==> src/rtl/ptw_pkg.sv <==
package ptw_pkg;
   typedef enum logic [1:0] {
      WK_IDLE,
      WK_ISSUE,
      WK_AWAIT
   } walk_state_e;

   // entry attribute bit positions
   localparam int unsigned ENT_PRESENT  = 0;
   localparam int unsigned ENT_WRITABLE = 1;
   localparam int unsigned ENT_USER     = 2;
   localparam int unsigned ENT_ACCESSED = 5;
   localparam int unsigned ENT_DIRTY    = 6;

   // cause code bit positions
   localparam int unsigned CAUSE_PROT  = 0;
   localparam int unsigned CAUSE_WRITE = 1;
endpackage

==> src/rtl/ptw_addr_gen.sv <==
module ptw_addr_gen #(
   parameter int VA_W   = 48,
   parameter int PA_W   = 48,
   parameter int IDX_W  = 9,
   parameter int OFF_W  = 12,
   parameter int LEVELS = 4,
   parameter int PTE_W  = 64,
   localparam int PPN_W = PA_W - OFF_W,
   localparam int LVL_W = $clog2(LEVELS),
   localparam int SH    = $clog2(PTE_W / 8)
) (
   input  logic [VA_W-1:0]  vaddr,
   input  logic [LVL_W-1:0] lvl,
   input  logic [PPN_W-1:0] tbl_ppn,
   output logic [PA_W-1:0]  ent_addr
);
   logic [IDX_W-1:0] idx_arr [LEVELS];
   logic [IDX_W-1:0] sel_idx;
   logic [OFF_W-1:0] byte_off;
   logic             unused_off;

   generate
      for (genvar g = 0; g < LEVELS; g++) begin : g_idx
         assign idx_arr[g] = vaddr[OFF_W + (LEVELS-1-g)*IDX_W +: IDX_W];
      end
   endgenerate

   assign unused_off = ^vaddr[OFF_W-1:0];
   assign sel_idx    = idx_arr[lvl];
   assign byte_off   = OFF_W'({sel_idx, {SH{1'b0}}});
   assign ent_addr   = {tbl_ppn, byte_off};
endmodule

==> src/rtl/ptw_pte_check.sv <==
module ptw_pte_check
   import ptw_pkg::*;
#(
   parameter int PA_W  = 48,
   parameter int OFF_W = 12,
   parameter int PTE_W = 64,
   localparam int PPN_W = PA_W - OFF_W
) (
   input  logic [PTE_W-1:0] pte,
   input  logic             is_leaf,
   input  logic             acc_write,
   input  logic             acc_user,
   output logic             present,
   output logic             prot_err,
   output logic [PPN_W-1:0] next_ppn,
   output logic [3:0]       flags
);
   logic wr_deny;
   logic us_deny;
   logic unused_bits;

   assign present  = pte[ENT_PRESENT];
   assign next_ppn = pte[PA_W-1:OFF_W];
   assign flags    = {pte[ENT_DIRTY], pte[ENT_ACCESSED], pte[ENT_USER], pte[ENT_WRITABLE]};
   assign wr_deny  = acc_write && !pte[ENT_WRITABLE];
   assign us_deny  = acc_user && !pte[ENT_USER];
   assign prot_err = is_leaf && present && (wr_deny || us_deny);

   assign unused_bits = ^{pte[PTE_W-1:PA_W], pte[OFF_W-1:7], pte[4:3]};
endmodule

==> src/rtl/ptw_walker.sv <==
module ptw_walker
   import ptw_pkg::*;
#(
   parameter int VA_W   = 48,
   parameter int PA_W   = 48,
   parameter int IDX_W  = 9,
   parameter int OFF_W  = 12,
   parameter int LEVELS = 4,
   parameter int PTE_W  = 64,
   localparam int PPN_W = PA_W - OFF_W,
   localparam int LVL_W = $clog2(LEVELS)
) (
   input  logic             clk,
   input  logic             rst_n,
   input  logic             req_valid,
   output logic             req_ready,
   input  logic [VA_W-1:0]  req_vaddr,
   input  logic             req_write,
   input  logic             req_user,
   input  logic [PPN_W-1:0] root_ppn,
   output logic             mem_req_valid,
   input  logic             mem_req_ready,
   output logic [PA_W-1:0]  mem_req_addr,
   input  logic             mem_rsp_valid,
   input  logic [PTE_W-1:0] mem_rsp_data,
   output logic             res_valid,
   output logic             res_fault,
   output logic [1:0]       res_cause,
   output logic [LVL_W-1:0] res_level,
   output logic [PPN_W-1:0] res_ppn,
   output logic [3:0]       res_flags,
   output logic [VA_W-1:0]  fault_vaddr
);
   localparam logic [LVL_W-1:0] LAST_LVL = LVL_W'(LEVELS - 1);

   // elaboration-time parameter checks
   generate
      if (VA_W != LEVELS*IDX_W + OFF_W) begin : g_bad_va
         $error("VA_W must equal LEVELS*IDX_W+OFF_W");
      end
      if (LEVELS < 2) begin : g_bad_lvl
         $error("LEVELS must be at least 2");
      end
      if (IDX_W + $clog2(PTE_W/8) != OFF_W) begin : g_bad_tbl
         $error("a table must fill exactly one page");
      end
      if (PA_W >= PTE_W || PA_W <= OFF_W) begin : g_bad_pa
         $error("PA_W must lie between OFF_W and PTE_W");
      end
      if (PTE_W % 8 != 0 || PTE_W < 16) begin : g_bad_pte
         $error("PTE_W must be a whole number of bytes");
      end
   endgenerate

   walk_state_e      state_q;
   logic [LVL_W-1:0] lvl_q;
   logic [VA_W-1:0]  va_q;
   logic             wr_q;
   logic             us_q;
   logic [PPN_W-1:0] tbl_q;

   logic             ent_present;
   logic             ent_prot;
   logic [PPN_W-1:0] ent_ppn;
   logic [3:0]       ent_flags;
   logic             at_leaf;

   assign at_leaf       = (lvl_q == LAST_LVL);
   assign req_ready     = (state_q == WK_IDLE);
   assign mem_req_valid = (state_q == WK_ISSUE);

   ptw_addr_gen #(
      .VA_W(VA_W), .PA_W(PA_W), .IDX_W(IDX_W),
      .OFF_W(OFF_W), .LEVELS(LEVELS), .PTE_W(PTE_W)
   ) u_addr (
      .vaddr    (va_q),
      .lvl      (lvl_q),
      .tbl_ppn  (tbl_q),
      .ent_addr (mem_req_addr)
   );

   ptw_pte_check #(
      .PA_W(PA_W), .OFF_W(OFF_W), .PTE_W(PTE_W)
   ) u_chk_ent (
      .pte       (mem_rsp_data),
      .is_leaf   (at_leaf),
      .acc_write (wr_q),
      .acc_user  (us_q),
      .present   (ent_present),
      .prot_err  (ent_prot),
      .next_ppn  (ent_ppn),
      .flags     (ent_flags)
   );

   always_ff @(posedge clk) begin
      if (!rst_n) begin
         state_q     <= WK_IDLE;
         lvl_q       <= '0;
         va_q        <= '0;
         wr_q        <= 1'b0;
         us_q        <= 1'b0;
         tbl_q       <= '0;
         res_valid   <= 1'b0;
         res_fault   <= 1'b0;
         res_cause   <= '0;
         res_level   <= '0;
         res_ppn     <= '0;
         res_flags   <= '0;
         fault_vaddr <= '0;
      end else begin
         res_valid <= 1'b0;
         unique case (state_q)
            WK_IDLE: begin
               if (req_valid) begin
                  va_q    <= req_vaddr;
                  wr_q    <= req_write;
                  us_q    <= req_user;
                  tbl_q   <= root_ppn;
                  lvl_q   <= '0;
                  state_q <= WK_ISSUE;
               end
            end
            WK_ISSUE: begin
               if (mem_req_ready) begin
                  state_q <= WK_AWAIT;
               end
            end
            WK_AWAIT: begin
               if (mem_rsp_valid) begin
                  if (!ent_present || ent_prot) begin
                     res_valid   <= 1'b1;
                     res_fault   <= 1'b1;
                     res_cause   <= {wr_q, ent_present};
                     res_level   <= lvl_q;
                     res_ppn     <= '0;
                     res_flags   <= '0;
                     fault_vaddr <= va_q;
                     state_q     <= WK_IDLE;
                  end else if (at_leaf) begin
                     res_valid <= 1'b1;
                     res_fault <= 1'b0;
                     res_cause <= '0;
                     res_level <= lvl_q;
                     res_ppn   <= ent_ppn;
                     res_flags <= ent_flags;
                     state_q   <= WK_IDLE;
                  end else begin
                     tbl_q   <= ent_ppn;
                     lvl_q   <= lvl_q + 1'b1;
                     state_q <= WK_ISSUE;
                  end
               end
            end
            default: state_q <= WK_IDLE;
         endcase
      end
   end
endmodule

==> config.mk <==
export PLATFORM = sky130hd
export DESIGN_NAME = ptw_walker
export DESIGN_NICKNAME = d
export VERILOG_FILES = /design/src/rtl/ptw_pkg.sv /design/src/rtl/ptw_addr_gen.sv /design/src/rtl/ptw_pte_check.sv /design/src/rtl/ptw_walker.sv
export SDC_FILE = /design/constraint.sdc
export NUM_CORES = 1
export LEC_CHECK = 0
export BUFFER_PORTS_ARGS = -buffer_cell sky130_fd_sc_hd__buf_2
export CAP_MARGIN = 20
export CORE_AREA = 2 2 109 153
export DETAILED_ROUTE_END_ITERATION = 10
export DIE_AREA = 0 0 111 155
export HOLD_SLACK_MARGIN = 0.05
export PLACE_DENSITY_LB_ADDON = 0.3
export SLEW_MARGIN = 10
export SYNTH_ARGS = -nofsm -noshare
export SYNTH_HDL_FRONTEND = slang
export SYNTH_HIERARCHICAL = 1
export SYNTH_SLANG_ARGS = --single-unit
==> constraint.sdc <==
create_clock -name clk -period 4.07 [get_ports clk]
set_input_delay 0.2035 -clock clk [delete_from_list [all_inputs] [get_ports clk]]
set_output_delay 0.2035 -clock clk [all_outputs]
set_load 0.01 [all_outputs]
==> metrics.md <==
| Metric | Value |
|---|---|
| Post-CTS setup buffer count | 0 |
| Diodes inserted | 0 |
| Met1 global-route usage | 0.318 |
| Synthesis-to-finish area growth | 23.4% |
| Worst VDD drop | 0.235 mV |
| Top-area cell type share of the netlist area | 0.440 |
| H-tree depth | 4 |
| Status | finished, final reports clean |
| Worst Path Required | 4330 ps |
| Share of cells above drive strength 1 | 0.313 |
| Critical Path Source Type | register |
| Placer Congestion | 0.821 |
| Total Neg Setup Slack | 0 ps |
| Chip height | 155 um |
| Slew Limit Fails | 0 |
| I/O Buffers | 272 |
| Sequential fraction of the synthesis area | 0.440 |
| Vias | 7,666 |
| Nets | 1,300 |
| Most used routing layer | met2 |
| Final Hold Fails | 0 |
| Worst Path Arrival | 2940 ps |
| Mapped Avg Cell Area | 8.89 um^2 |
| Worst-path maximum fanout | 42 |
| CORE AREA | 0.0159 mm^2 |
| First-pass detailed-route iteration total | 7 |
| Number of global-route vias before repair | 7,274 |
| Unrepaired setup endpoints after global routing | no |
| Met2 usage | 0.479 |
| FF-to-FF Start | lvl_q[1] |
| Reg clk slew, reported paths | 70 ps |
| Dpl hpwl | 14,300 um |
| Die area | 0.0172 mm^2 |
| Largest net degree at the start of global routing | 139 |
| # DRC | 0 |
| CTS root buf | clkbuf_16 |
| Fin crit share | 0.658 |
| Post-layout min period | 2680 ps |
| Hold Buf Count CTS | 75 |
| CTS max path bufs | 2 |
| Cells after synthesis | 941 |
| Post-CTS sizing | 0 |
| Flops & latches, synth | 184 |
| Final WL | 24,300 um |
| Initial antenna violation count | 0 |
| # fillers | 1,338 |
| Synth top area cells | dfxtp_1, a21oi_1, buf_4 |
| PnR Total Power | 3.99 mW |
| Hold Crit Start | mem_rsp_data[35] |
| R2R Setup Slk | 1390 ps |
| Routed Antenna Nets | 0 |
| CP Capture Type | register |
| Most frequent cells in the layout | buf_2, dfxtp_1, a21oi_1 |
| Final setup viols | 0 |
| Worst hold path cell count | 3 |
| Max Fclk | 0.373 GHz |
| Aggregate global routing overflow | 0 |
| Die Width | 111 um |
| Worst reg2reg path depth | 6 |
| Mean number of vias per cell | 5.65 |
| Worst R2R End | tbl_q[20] |
| Max_cap viols | 0 |
| Commonest non-fill, non-tap cell in the layout | buf_2 |
| FP Rows | 55 |
| Boundary Pins | 299 |
| CTS Buf Count | 17 |
| Total leakage power | 4.27 nW |
| DRT iter0 DRCs | 663 |
| Total Routing Usage GR | 0.274 |
| PD cells | 386 mW/mm^2 |
| Met3 usage | 0.0643 |
| Clk sinks | 184 |
| Netlist cell types | 38 |
| YS warnings | 6 |
| Starting Density | 0.526 |
| Synthesized area | 0.00837 mm^2 |
| Worst Hold End | res_ppn[23] |
| Worst-Skew Late Latency | 430 ps |
| Area after DPL | 0.00899 mm^2 |
| Cell taking the most area after synthesis | dfxtp_1 |
| Hold Crit Class | input port to register |
| Routed len/inst | 17.9 um |
| Slew @ Worst Pin | 1100 ps |
| Crit Path Category | register to register |
| Final Skew | 12.7 ps |
| Global-route wire length before repair | 38,000 um |
| CTS tree | built |
| Slew margin rel. | 0.265 |
| Final instance area | 0.0103 mm^2 |
[report_power, final]
group	internal, mW	switching [mW]	total, mW	leakage, nW
Clock	0.839	0.703	1.54	0.270
Sequential	1.87	0.0487	1.92	1.50
Combinational	0.229	0.293	0.522	2.50
Total	2.94	1.04	3.99	4.27
[worst max-delay path, cell delays in order (launching register included)]
cell	delay (ps)
dfxtp_1	480
ha_2	270
buf_4	270
or3b_4	480
o21ai_4	410
buf_4	460
a211oi_2	120
[synthesized netlist by cell type (all sizes together)]
master	n
and2	1
nand4	40
nor2b	3
or3b	2
conb	1
and2b	1
dfxtp	184
nand2	103
buf	129
nand3	53
nand2b	4
nor2	1
nor3b	2
o21ai	95
clkbuf	51
o21a	1
nand3b	1
nor3	1
and3b	1
mux4	9
o211ai	1
ha	1
a21oi	145
o2bb2ai	1
inv	1
a211oi	72
mux2i	36
or4	1
[metrics by stage]
step	instances	hold WS, ps	util	setup WS (ps)
after floorplan	943	321	-	2360
after global placement	1247	442	0.565	1420
after detailed placement	1247	447	0.565	1390
after CTS	1354	50.2	0.647	1380
after global routing	1356	63.4	0.650	1290
final	1356	67.5	0.650	1390
[sequential cells by signal, indices dropped and copies added (netlist names), 2 cells and up]
name         cells
va_q            48
lvl_q            2
res_ppn         36
res_flags        4
res_level        2
fault_vaddr     48
state_q          2
res_cause        2
tbl_q           36
[how the worst max path moves through the flow]
stage / end / cells past startpoint / startpoint
floorplan: tbl_q[26] / 7 / lvl_q[0]
global placement: tbl_q[23] / 6 / lvl_q[1]
detailed placement: tbl_q[21] / 6 / lvl_q[1]
CTS: tbl_q[21] / 6 / lvl_q[1]
global route: tbl_q[20] / 6 / lvl_q[1]
finish: tbl_q[20] / 6 / lvl_q[1]
[final cells by class]
type,instances,area [um^2],area share
clock buffer,24,482,0.0467
clock inverter,8,62.6,0.00606
timing repair buffer,362,2260,0.219
inverter,1,8.76,0.000848
sequential,184,3680,0.357
multi-input combinational,578,3570,0.346
tap,199,249,0.0241
[routing by layer]
metal,wire [um],share of wire,vias to the layer above
li1,-,-,3682
met1,9610,0.40,3634
met2,12300,0.51,303
met3,1560,0.064,47
met4,809,0.033,0
met5,0,0,-
[kinds of logic after synthesis]
group,synth area share
other,0.000448
AOI/OAI and AO/OA,0.227
adders and majority gates,0.00149
buffers and inverters,0.138
and+or+nand+nor,0.125
DFF,0.440
muxes,0.0673
(Power assumes the default switching activity.)
